## src/rtl/usbsus_pkg.sv

```systemverilog
// Package: shared types for the USB bus idle suspend detector.
// Assumes line levels are already sampled into the block clock domain
// before the decode helper is applied.
package usbsus_pkg;

    // Full-speed line state, encoded as {D+, D-}.
    typedef enum logic [1:0] {
        LINE_SE0 = 2'b00,
        LINE_K   = 2'b01,
        LINE_J   = 2'b10,
        LINE_SE1 = 2'b11
    } line_state_e;

    // Suspend controller state.
    typedef enum logic {
        SUSP_ACTIVE    = 1'b0,
        SUSP_SUSPENDED = 1'b1
    } susp_state_e;

    // True only for the full-speed idle (J) state.
    function automatic logic line_is_idle(line_state_e ls);
        return (ls == LINE_J);
    endfunction

endpackage

```

## src/rtl/usbsus_sync.sv

```systemverilog
// Module: usbsus_sync
// Multi-bit level synchroniser. Each bit goes through STAGES flops
// (at least two) and is treated independently. It assumes the inputs are
// slow levels, so bits may resolve on different cycles.
module usbsus_sync #(
    parameter int WIDTH  = 3,
    parameter int STAGES = 2
) (
    input  logic             clk_i,
    input  logic             rst_n_i,
    input  logic [WIDTH-1:0] async_i,
    output logic [WIDTH-1:0] sync_o
);

    logic [STAGES-1:0][WIDTH-1:0] stage_q;

    // Shift the asynchronous levels through the flop chain.
    always_ff @(posedge clk_i) begin
        if (!rst_n_i) begin
            stage_q <= '0;
        end else begin
            stage_q <= {stage_q[STAGES-2:0], async_i};
        end
    end

    assign sync_o = stage_q[STAGES-1];

endmodule

```

## src/rtl/usbsus_line_decode.sv

```systemverilog
// Module: usbsus_line_decode
// Turns the synchronised D+ and D- levels into a line state and an idle
// flag. Purely combinational. Assumes full-speed signalling, where idle is J.
module usbsus_line_decode
    import usbsus_pkg::*;
(
    input  logic dp_s_i,
    input  logic dm_s_i,
    output logic idle_o
);

    line_state_e line_state;

    // Classify the pair of levels and flag the idle state.
    always_comb begin
        line_state = line_state_e'({dp_s_i, dm_s_i});
        idle_o     = line_is_idle(line_state);
    end

endmodule

```

## src/rtl/usbsus_por_timer.sv

```systemverilog
// Module: usbsus_por_timer
// Holds the core reset for HOLD clocks once the synchronised supply-valid
// level is high, then releases it. Losing the supply restarts the hold.
// Assumes HOLD >= 2.
module usbsus_por_timer #(
    parameter int HOLD = 4200
) (
    input  logic clk_i,
    input  logic rst_n_i,
    input  logic vbus_s_i,
    output logic release_o
);

    localparam int CW = $clog2(HOLD + 1);
    localparam logic [CW-1:0] LAST = CW'(HOLD - 1);

    logic [CW-1:0] hold_cnt_q;
    logic          release_q;

    // Count supply-valid clocks and release once the hold has elapsed.
    always_ff @(posedge clk_i) begin
        if (!rst_n_i || !vbus_s_i) begin
            hold_cnt_q <= '0;
            release_q  <= 1'b0;
        end else if (!release_q) begin
            if (hold_cnt_q == LAST) begin
                release_q <= 1'b1;
            end else begin
                hold_cnt_q <= hold_cnt_q + 1'b1;
            end
        end
    end

    assign release_o = release_q;

endmodule

```

## src/rtl/usbsus_idle_timer.sv

```systemverilog
// Module: usbsus_idle_timer
// Counts consecutive idle clocks while the core is out of reset and
// raises expired_o once LIMIT idle clocks have been seen. Any non-idle
// clock, or core reset, clears the count. The count saturates, so
// expired_o stays high for the rest of the idle run. Assumes LIMIT >= 2.
module usbsus_idle_timer #(
    parameter int LIMIT = 30000
) (
    input  logic clk_i,
    input  logic rst_n_i,
    input  logic run_i,
    input  logic idle_i,
    output logic expired_o
);

    localparam int CW = $clog2(LIMIT + 1);
    localparam logic [CW-1:0] TOP = CW'(LIMIT - 1);

    logic [CW-1:0] idle_cnt_q;

    // Accumulate unbroken idle time, restarting on activity or reset.
    always_ff @(posedge clk_i) begin
        if (!rst_n_i || !run_i || !idle_i) begin
            idle_cnt_q <= '0;
        end else if (idle_cnt_q != TOP) begin
            idle_cnt_q <= idle_cnt_q + 1'b1;
        end
    end

    // Flag that the window is complete while the bus is still idle.
    always_comb begin
        expired_o = run_i && idle_i && (idle_cnt_q == TOP);
    end

endmodule

```

## src/rtl/usbsus_fsm.sv

```systemverilog
// Module: usbsus_fsm
// Two-state suspend controller. It enters suspend when the idle timer
// expires and leaves on the first non-idle clock, producing a one-clock
// wake pulse. Core reset forces it to the active state with no pulse,
// and masks the suspend output at once.
module usbsus_fsm
    import usbsus_pkg::*;
(
    input  logic clk_i,
    input  logic rst_n_i,
    input  logic run_i,
    input  logic idle_i,
    input  logic expired_i,
    output logic suspend_o,
    output logic wake_o
);

    susp_state_e state_q;
    logic        wake_q;

    // Advance the suspend state and register the wake pulse.
    always_ff @(posedge clk_i) begin
        if (!rst_n_i || !run_i) begin
            state_q <= SUSP_ACTIVE;
            wake_q  <= 1'b0;
        end else begin
            wake_q <= 1'b0;
            case (state_q)
                SUSP_ACTIVE: begin
                    if (expired_i) begin
                        state_q <= SUSP_SUSPENDED;
                    end
                end
                SUSP_SUSPENDED: begin
                    if (!idle_i) begin
                        state_q <= SUSP_ACTIVE;
                        wake_q  <= 1'b1;
                    end
                end
                default: state_q <= SUSP_ACTIVE;
            endcase
        end
    end

    // Mask the flag combinationally so it never outlives the core reset.
    always_comb begin
        suspend_o = (state_q == SUSP_SUSPENDED) && run_i;
        wake_o    = wake_q;
    end

endmodule

```

## src/rtl/usb_idle_suspend.sv

```systemverilog
// Module: usb_idle_suspend
// Top level of the USB bus idle suspend detector. It synchronises D+, D-
// and supply-valid, times the core reset release, counts unbroken bus
// idle and drives the suspend flag and wake pulse. Assumes a 6 MHz clock;
// the defaults give about 700 us of reset hold and 5 ms of idle.
module usb_idle_suspend #(
    parameter int RST_HOLD    = 4200,
    parameter int IDLE_LIMIT  = 30000,
    parameter int SYNC_STAGES = 2
) (
    input  logic clk_i,
    input  logic rst_n_i,
    input  logic vbus_valid_i,
    input  logic dp_i,
    input  logic dm_i,
    output logic core_rst_n_o,
    output logic suspend_o,
    output logic wake_o
);

    localparam int SYNC_W = 3;

    logic [SYNC_W-1:0] raw_lvls;
    logic [SYNC_W-1:0] sync_lvls;
    logic              core_run;
    logic              bus_idle;
    logic              idle_expired;

    // Gather the asynchronous levels: {supply, D+, D-}.
    always_comb begin
        raw_lvls = {vbus_valid_i, dp_i, dm_i};
    end

    usbsus_sync #(
        .WIDTH  (SYNC_W),
        .STAGES (SYNC_STAGES)
    ) u_sync (
        .clk_i   (clk_i),
        .rst_n_i (rst_n_i),
        .async_i (raw_lvls),
        .sync_o  (sync_lvls)
    );

    usbsus_por_timer #(
        .HOLD (RST_HOLD)
    ) u_por (
        .clk_i     (clk_i),
        .rst_n_i   (rst_n_i),
        .vbus_s_i  (sync_lvls[2]),
        .release_o (core_run)
    );

    usbsus_line_decode u_decode (
        .dp_s_i (sync_lvls[1]),
        .dm_s_i (sync_lvls[0]),
        .idle_o (bus_idle)
    );

    usbsus_idle_timer #(
        .LIMIT (IDLE_LIMIT)
    ) u_idle (
        .clk_i     (clk_i),
        .rst_n_i   (rst_n_i),
        .run_i     (core_run),
        .idle_i    (bus_idle),
        .expired_o (idle_expired)
    );

    usbsus_fsm u_fsm (
        .clk_i     (clk_i),
        .rst_n_i   (rst_n_i),
        .run_i     (core_run),
        .idle_i    (bus_idle),
        .expired_i (idle_expired),
        .suspend_o (suspend_o),
        .wake_o    (wake_o)
    );

    assign core_rst_n_o = core_run;

endmodule

```

## config.mk

```make
export PLATFORM = sky130hd
export DESIGN_NAME = usb_idle_suspend
export DESIGN_NICKNAME = d
export VERILOG_FILES = /design/src/rtl/usbsus_pkg.sv /design/src/rtl/usbsus_sync.sv /design/src/rtl/usbsus_line_decode.sv /design/src/rtl/usbsus_por_timer.sv /design/src/rtl/usbsus_idle_timer.sv /design/src/rtl/usbsus_fsm.sv /design/src/rtl/usb_idle_suspend.sv
export SDC_FILE = /design/constraint.sdc
export NUM_CORES = 1
export LEC_CHECK = 0
export CAP_MARGIN = 20
export CORE_ASPECT_RATIO = 1.75
export CORE_MARGIN = 8
export CORE_UTILIZATION = 39
export DETAILED_ROUTE_END_ITERATION = 7
export GPL_TIMING_DRIVEN = 0
export SETUP_SLACK_MARGIN = 0.3
export SYNTH_ARGS = -nofsm -noshare
export SYNTH_HDL_FRONTEND = slang
export SYNTH_SLANG_ARGS = --single-unit
```

## constraint.sdc

```tcl
create_clock -name clk_i -period 3.3 [get_ports clk_i]
set_clock_uncertainty 0.1 [all_clocks]
set_input_delay 0.825 -clock clk_i [delete_from_list [all_inputs] [get_ports clk_i]]
set_output_delay 0.825 -clock clk_i [all_outputs]
set_load 0.01 [all_outputs]
```

# [After elaboration in Yosys (flattened, before gate mapping)]
# Cells that the tools add are included.
[totals] regBits=37 output_inout_bits=3
[op_classes] addsub=2 n_eq_ne=4 mux=6 n_bitwise=3 reduce_logical=12
[ops] cell="adder 15 x 1 -> 15 bit, second input constant" count=1
[ops] cell="== test 15 bit, second input constant" count=1
[ops] cell="!= test 15 bit, second input constant" count=1
[ops] cell="adder 13 x 1 -> 13 bit, second input constant" count=1
[ops] cell="== test 13 bit, second input constant" count=1
[ops] cell="two-way mux 1 bit" count=5
[ops] cell="zero test 1 bit" count=4
[ops] cell="logical AND 1 bit" count=3
[ops] cell="logical OR 1 bit" count=3
[ops] cell="inverter 1 bit" count=3
[ops] cell="== test 2 bit, second input constant" count=1
[ops] cell="one-hot mux 1 bit (2 select lines)" count=1
[ops] cell="AND reduction 2 bit" count=1
[ops] cell="OR reduction 2 bit" count=1

# [Longest topological paths before layout]
[depth] depth_word=5 mapped_depth=6

# [Cells and area by module]
# Synthesis repeated with hierarchy kept, for this count alone.
[hier_totals] cells_unflattened=187 area_unflattened_um2=1731.7
[modules_own_cells] module="usbsus_por_timer" n_inst=1 cells_each=83 area_per_inst_um2=732.0 seq_area_each_um2=280.3
[modules_own_cells] module="usbsus_idle_timer" n_inst=1 cells_each=81 area_per_inst_um2=728.2 seq_area_each_um2=300.3
[modules_own_cells] module="usbsus_sync" n_inst=1 cells_each=15 area_per_inst_um2=180.2 seq_area_each_um2=120.1
[modules_own_cells] module="usbsus_fsm" n_inst=1 cells_each=7 area_per_inst_um2=77.6 seq_area_each_um2=40.0
[modules_own_cells] module="usbsus_line_decode" n_inst=1 cells_each=1 area_per_inst_um2=13.8 seq_area_each_um2=0.0

# [Worst setup path after synthesis]
# Ideal clock, no wire load.
[synth_path] path_type="input-to-reg" from="input rst_n_i" to="register u_idle.idle_cnt_q[14]" setup_ns=0.059 t_arrival_ns=1.715 setup_slack_ns=1.426 stages=4 path_cell_list="nand2_1 or2_2 or4_1 nand2_1"
[synth_between] elab_chain_len=3
[synth_lines] item="from (decl)" line="usb_idle_suspend.sv:12" rtl="input logic rst_n_i,"
[synth_lines] item="zero test 1 bit" line="usbsus_idle_timer.sv:23" rtl="if (!rst_n_i || !run_i || !idle_i) begin"
[synth_lines] item="logical OR 1 bit (2 in series)" line="usbsus_idle_timer.sv:23"
[synth_lines] item="to (signal assigned)" line="usbsus_idle_timer.sv:26" rtl="idle_cnt_q <= idle_cnt_q + 1'b1;"
[synth_lines] item="to (decl)" line="usbsus_idle_timer.sv:19" rtl="logic [CW-1:0] idle_cnt_q;"
# Every way passes these cells.
# A chain may end at the register's enable or synchronous reset.

# [Worst setup path after layout]
[layout_path] from="register u_por.release_q (netlist: u_por.release_o)" to="output suspend_o"
[layout_between] elab_chain_len=1
[layout_lines] item="from (decl)" line="usbsus_por_timer.sv:18" rtl="logic release_q;"
[layout_lines] item="from (signal assigned)" line="usbsus_por_timer.sv:24" rtl="release_q <= 1'b0;"
[layout_lines] item="from (signal assigned)" line="usbsus_por_timer.sv:27" rtl="release_q <= 1'b1;"
[layout_lines] item="logical AND 1 bit" line="usbsus_fsm.sv:47" rtl="suspend_o = (state_q == SUSP_SUSPENDED) && run_i;"
[layout_lines] item="to (decl)" line="usb_idle_suspend.sv:17" rtl="output logic suspend_o,"
# Every way passes these cells.

==> results.json <==
{
  "dpl_worst_slack_ns": 0.726,
  "ys_seq_area_frac": 0.468,
  "finalSetupViolations": 0,
  "worstPathRequired_ns": 2.37,
  "overflow": 0,
  "status": "finished, final reports clean",
  "cts_buffers": 5,
  "powerDensity_nw_per_um2": 442,
  "gp_congestion": 0.798,
  "portBuffers": 7,
  "fin_ws_ns": 0.919,
  "via_count": 1238,
  "post-route-min-period_ns": 2.38,
  "critPathMaxFanout": 9,
  "clk_pin_slew_ns": 0.07,
  "final_antenna_net_count": 0,
  "hold_path_class": "flop to flop",
  "cts_resized": 0,
  "core_um2": 3900,
  "slew_violations": 0,
  "clock-sinks": 37,
  "path_class": "flop to primary output",
  "cap_violations": 0,
  "fmax_ghz": 0.420,
  "dieArea_um2": 6430,
  "worstPathArrival_ns": 1.46,
  "yosys_warnings": 0,
  "use_met2": 0.206,
  "most-common-layout-cells": "dfxtp_1 (37), nor2_1 (23), nand3_1 (10), xor2_1 (10)",
  "relSlewSlack": 0.663,
  "dp.final_hpwl_mm": 2.29,
  "endpoint_kind": "primary output",
  "io_pins": 8,
  "synth_xor_area_frac": 0.0885,
  "synth_top_family_by_area": "simple AND/OR/NAND/NOR gates",
  "die_h_um": 100,
  "synth_mux_area_frac": 0.0126,
  "num_rows": 30,
  "grt_setup_unrepaired": "false",
  "grt_busiest_layer": "met2",
  "place_area_um2": 1710,
  "finalCritPeriodShare": 0.721,
  "track_usage": 0.110,
  "p_leak_nw": 0.648,
  "grt_start_max_net_pins": 12,
  "cts_tree": "built",
  "finalSetupTns_ns": 0,
  "synth_adder_area_share": 0.0158,
  "grt_first_pass_wirelength_mm": 5.71,
  "viasPerCell": 5.29,
  "synth-simple-area-share": 0.313,
  "ir_worst_vdd_v": 0.000236,
  "final_common_cell": "dfxtp_1",
  "synthesis.area_um2": 1580,
  "clk_path_buf_depth": 2,
  "initial_core_util": 0.405,
  "cts_setup_buffers": 0,
  "ys_types": 36,
  "syn_nets": 178,
  "ys.flop_type": "dfxtp_1",
  "drive_gt1_frac": 0.0806,
  "r2r_cells": 6,
  "synthCells": 171,
  "clockRootBuffer": "clkbuf_8",
  "ys_ff_latch": 37,
  "hold_viol": 0,
  "grt_antenna_before_repair": 0,
  "diodes": 0,
  "cts_hold_buf": 0,
  "area_growth_pct": 14.6,
  "synth_edf_count": 0,
  "grt_pass1_vias": 1311,
  "cts_max_level": 2,
  "avgRoutedWirePerCell_um": 13.0,
  "final_nets": 192,
  "drc": 0,
  "final_cell_area_um2": 1810,
  "avgSynthCellArea_um2": 9.26,
  "met3_usage": 0.0357,
  "cp-start-kind": "flop",
  "clk_latency_ns": 0.28,
  "worst_slew_pin_slew_ns": 0.504,
  "use_met1": 0.102,
  "synthArstFlopShare": 0,
  "dr.pass1.iters": 4,
  "drt-total-wl_mm": 3.05,
  "synth-compound-area-share": 0.0783,
  "hold_depth": 1,
  "die_x_um": 64.2,
  "initialDrtViolationCount": 78
}
==> cells in the mapped netlist, types with 2 or more instances <==
cell	count	share of area
nor3b_1	2	0.0095
o21ai_0	5	0.016
xor2_1	10	0.055
xnor2_1	6	0.033
and3_1	5	0.020
mux2i_1	2	0.013
o211ai_1	2	0.0095
o31ai_1	3	0.014
dfxtp_1	37	0.47
nor2_1	23	0.055
and4_1	3	0.017
inv_1	4	0.0095
nand2_1	8	0.019
or3_1	3	0.012
a31oi_1	2	0.0079
and4b_1	2	0.013
and2_1	7	0.028
ha_1	2	0.016
a21oi_1	8	0.025
nand4_1	4	0.016
nand3_1	10	0.032
nor4bb_1	2	0.013
or4_1	3	0.014
nor4_1	3	0.012
clkbuf_1	3	0.0071
nand2b_1	2	0.0079
==> layer usage <==
layer | part of all wire | up-vias | wire length, µm
met3 | 0.026 | 6 | 79
li1 | - | 630 | -
met1 | 0.39 | 592 | 1180
met2 | 0.56 | 10 | 1720
met4 | 0.021 | 0 | 64
met5 | 0 | - | 0
==> registers in the layout, indices dropped and copies added, names as in the netlist <==
name / cells
u_fsm.state_q: 1
u_fsm.wake_o: 1
u_idle.idle_cnt_q: 15
u_por.hold_cnt_q: 13
u_por.release_o: 1
u_sync.stage_q: 3
u_sync.sync_o: 3
==> report_power, final <==
part	leakage, nW	internal, W	switching [W]
registers	0.299	0.000450	0.00000118
logic	0.294	0.00000686	0.00000419
clock network	0.0542	0.000189	0.000151
==> cells by family (layout without fill, tap and decap cells) <==
logic type	count (synthesis)	after routing
DFF	37	37
adders and majority gates	2	2
AOI/OAI and AO/OA	21	21
buffers and inverters	8	23
muxes	2	2
xor gates and xnor gates	16	16
and+or+nand+nor	85	85
==> through the flow <==
| step | util | instances | hold WS [ns] | power (W) |
|---|---|---|---|---|
| after floorplan | - | 171 | 0.312 | 0.000466 |
| after detailed placement | 0.439 | 226 | 0.325 | 0.000473 |
| after CTS | 0.465 | 234 | 0.346 | 0.000816 |
| final | 0.465 | 234 | 0.338 | 0.000802 |
| after global routing | 0.465 | 234 | 0.370 | 0.000841 |
| after global placement | 0.439 | 226 | 0.313 | 0.000472 |
==> final timing paths <==
check,slack (ns),end,startpoint
worst min-delay path,0.34,u_sync.sync_o[2],u_sync.stage_q[2]
worst max register to register,1.40,u_idle.idle_cnt_q[3],u_idle.idle_cnt_q[0]
worst min register to register,0.34,u_sync.sync_o[2],u_sync.stage_q[2]
worst max-delay path,0.92,suspend_o,u_por.release_o
==> final cells by class <==
cell class,count,area [µm²]
buffer,4,22.5
clock buffer,7,96.3
clock inverter,1,5.00
fill,394,2090
inverter,4,15.0
multi-input combinational,126,805
sequential,37,741
tap,48,60.1
timing repair buffer,7,70.1
==> critical path, cell delays in order, from the launching register on <==
cell             delay (ns)
dfxtp_1                0.35
buf_6                  0.14
and2_2                 0.15
clkdlybuf4s50_1        0.53
Note: power is estimated with default switching activity, not from simulation.
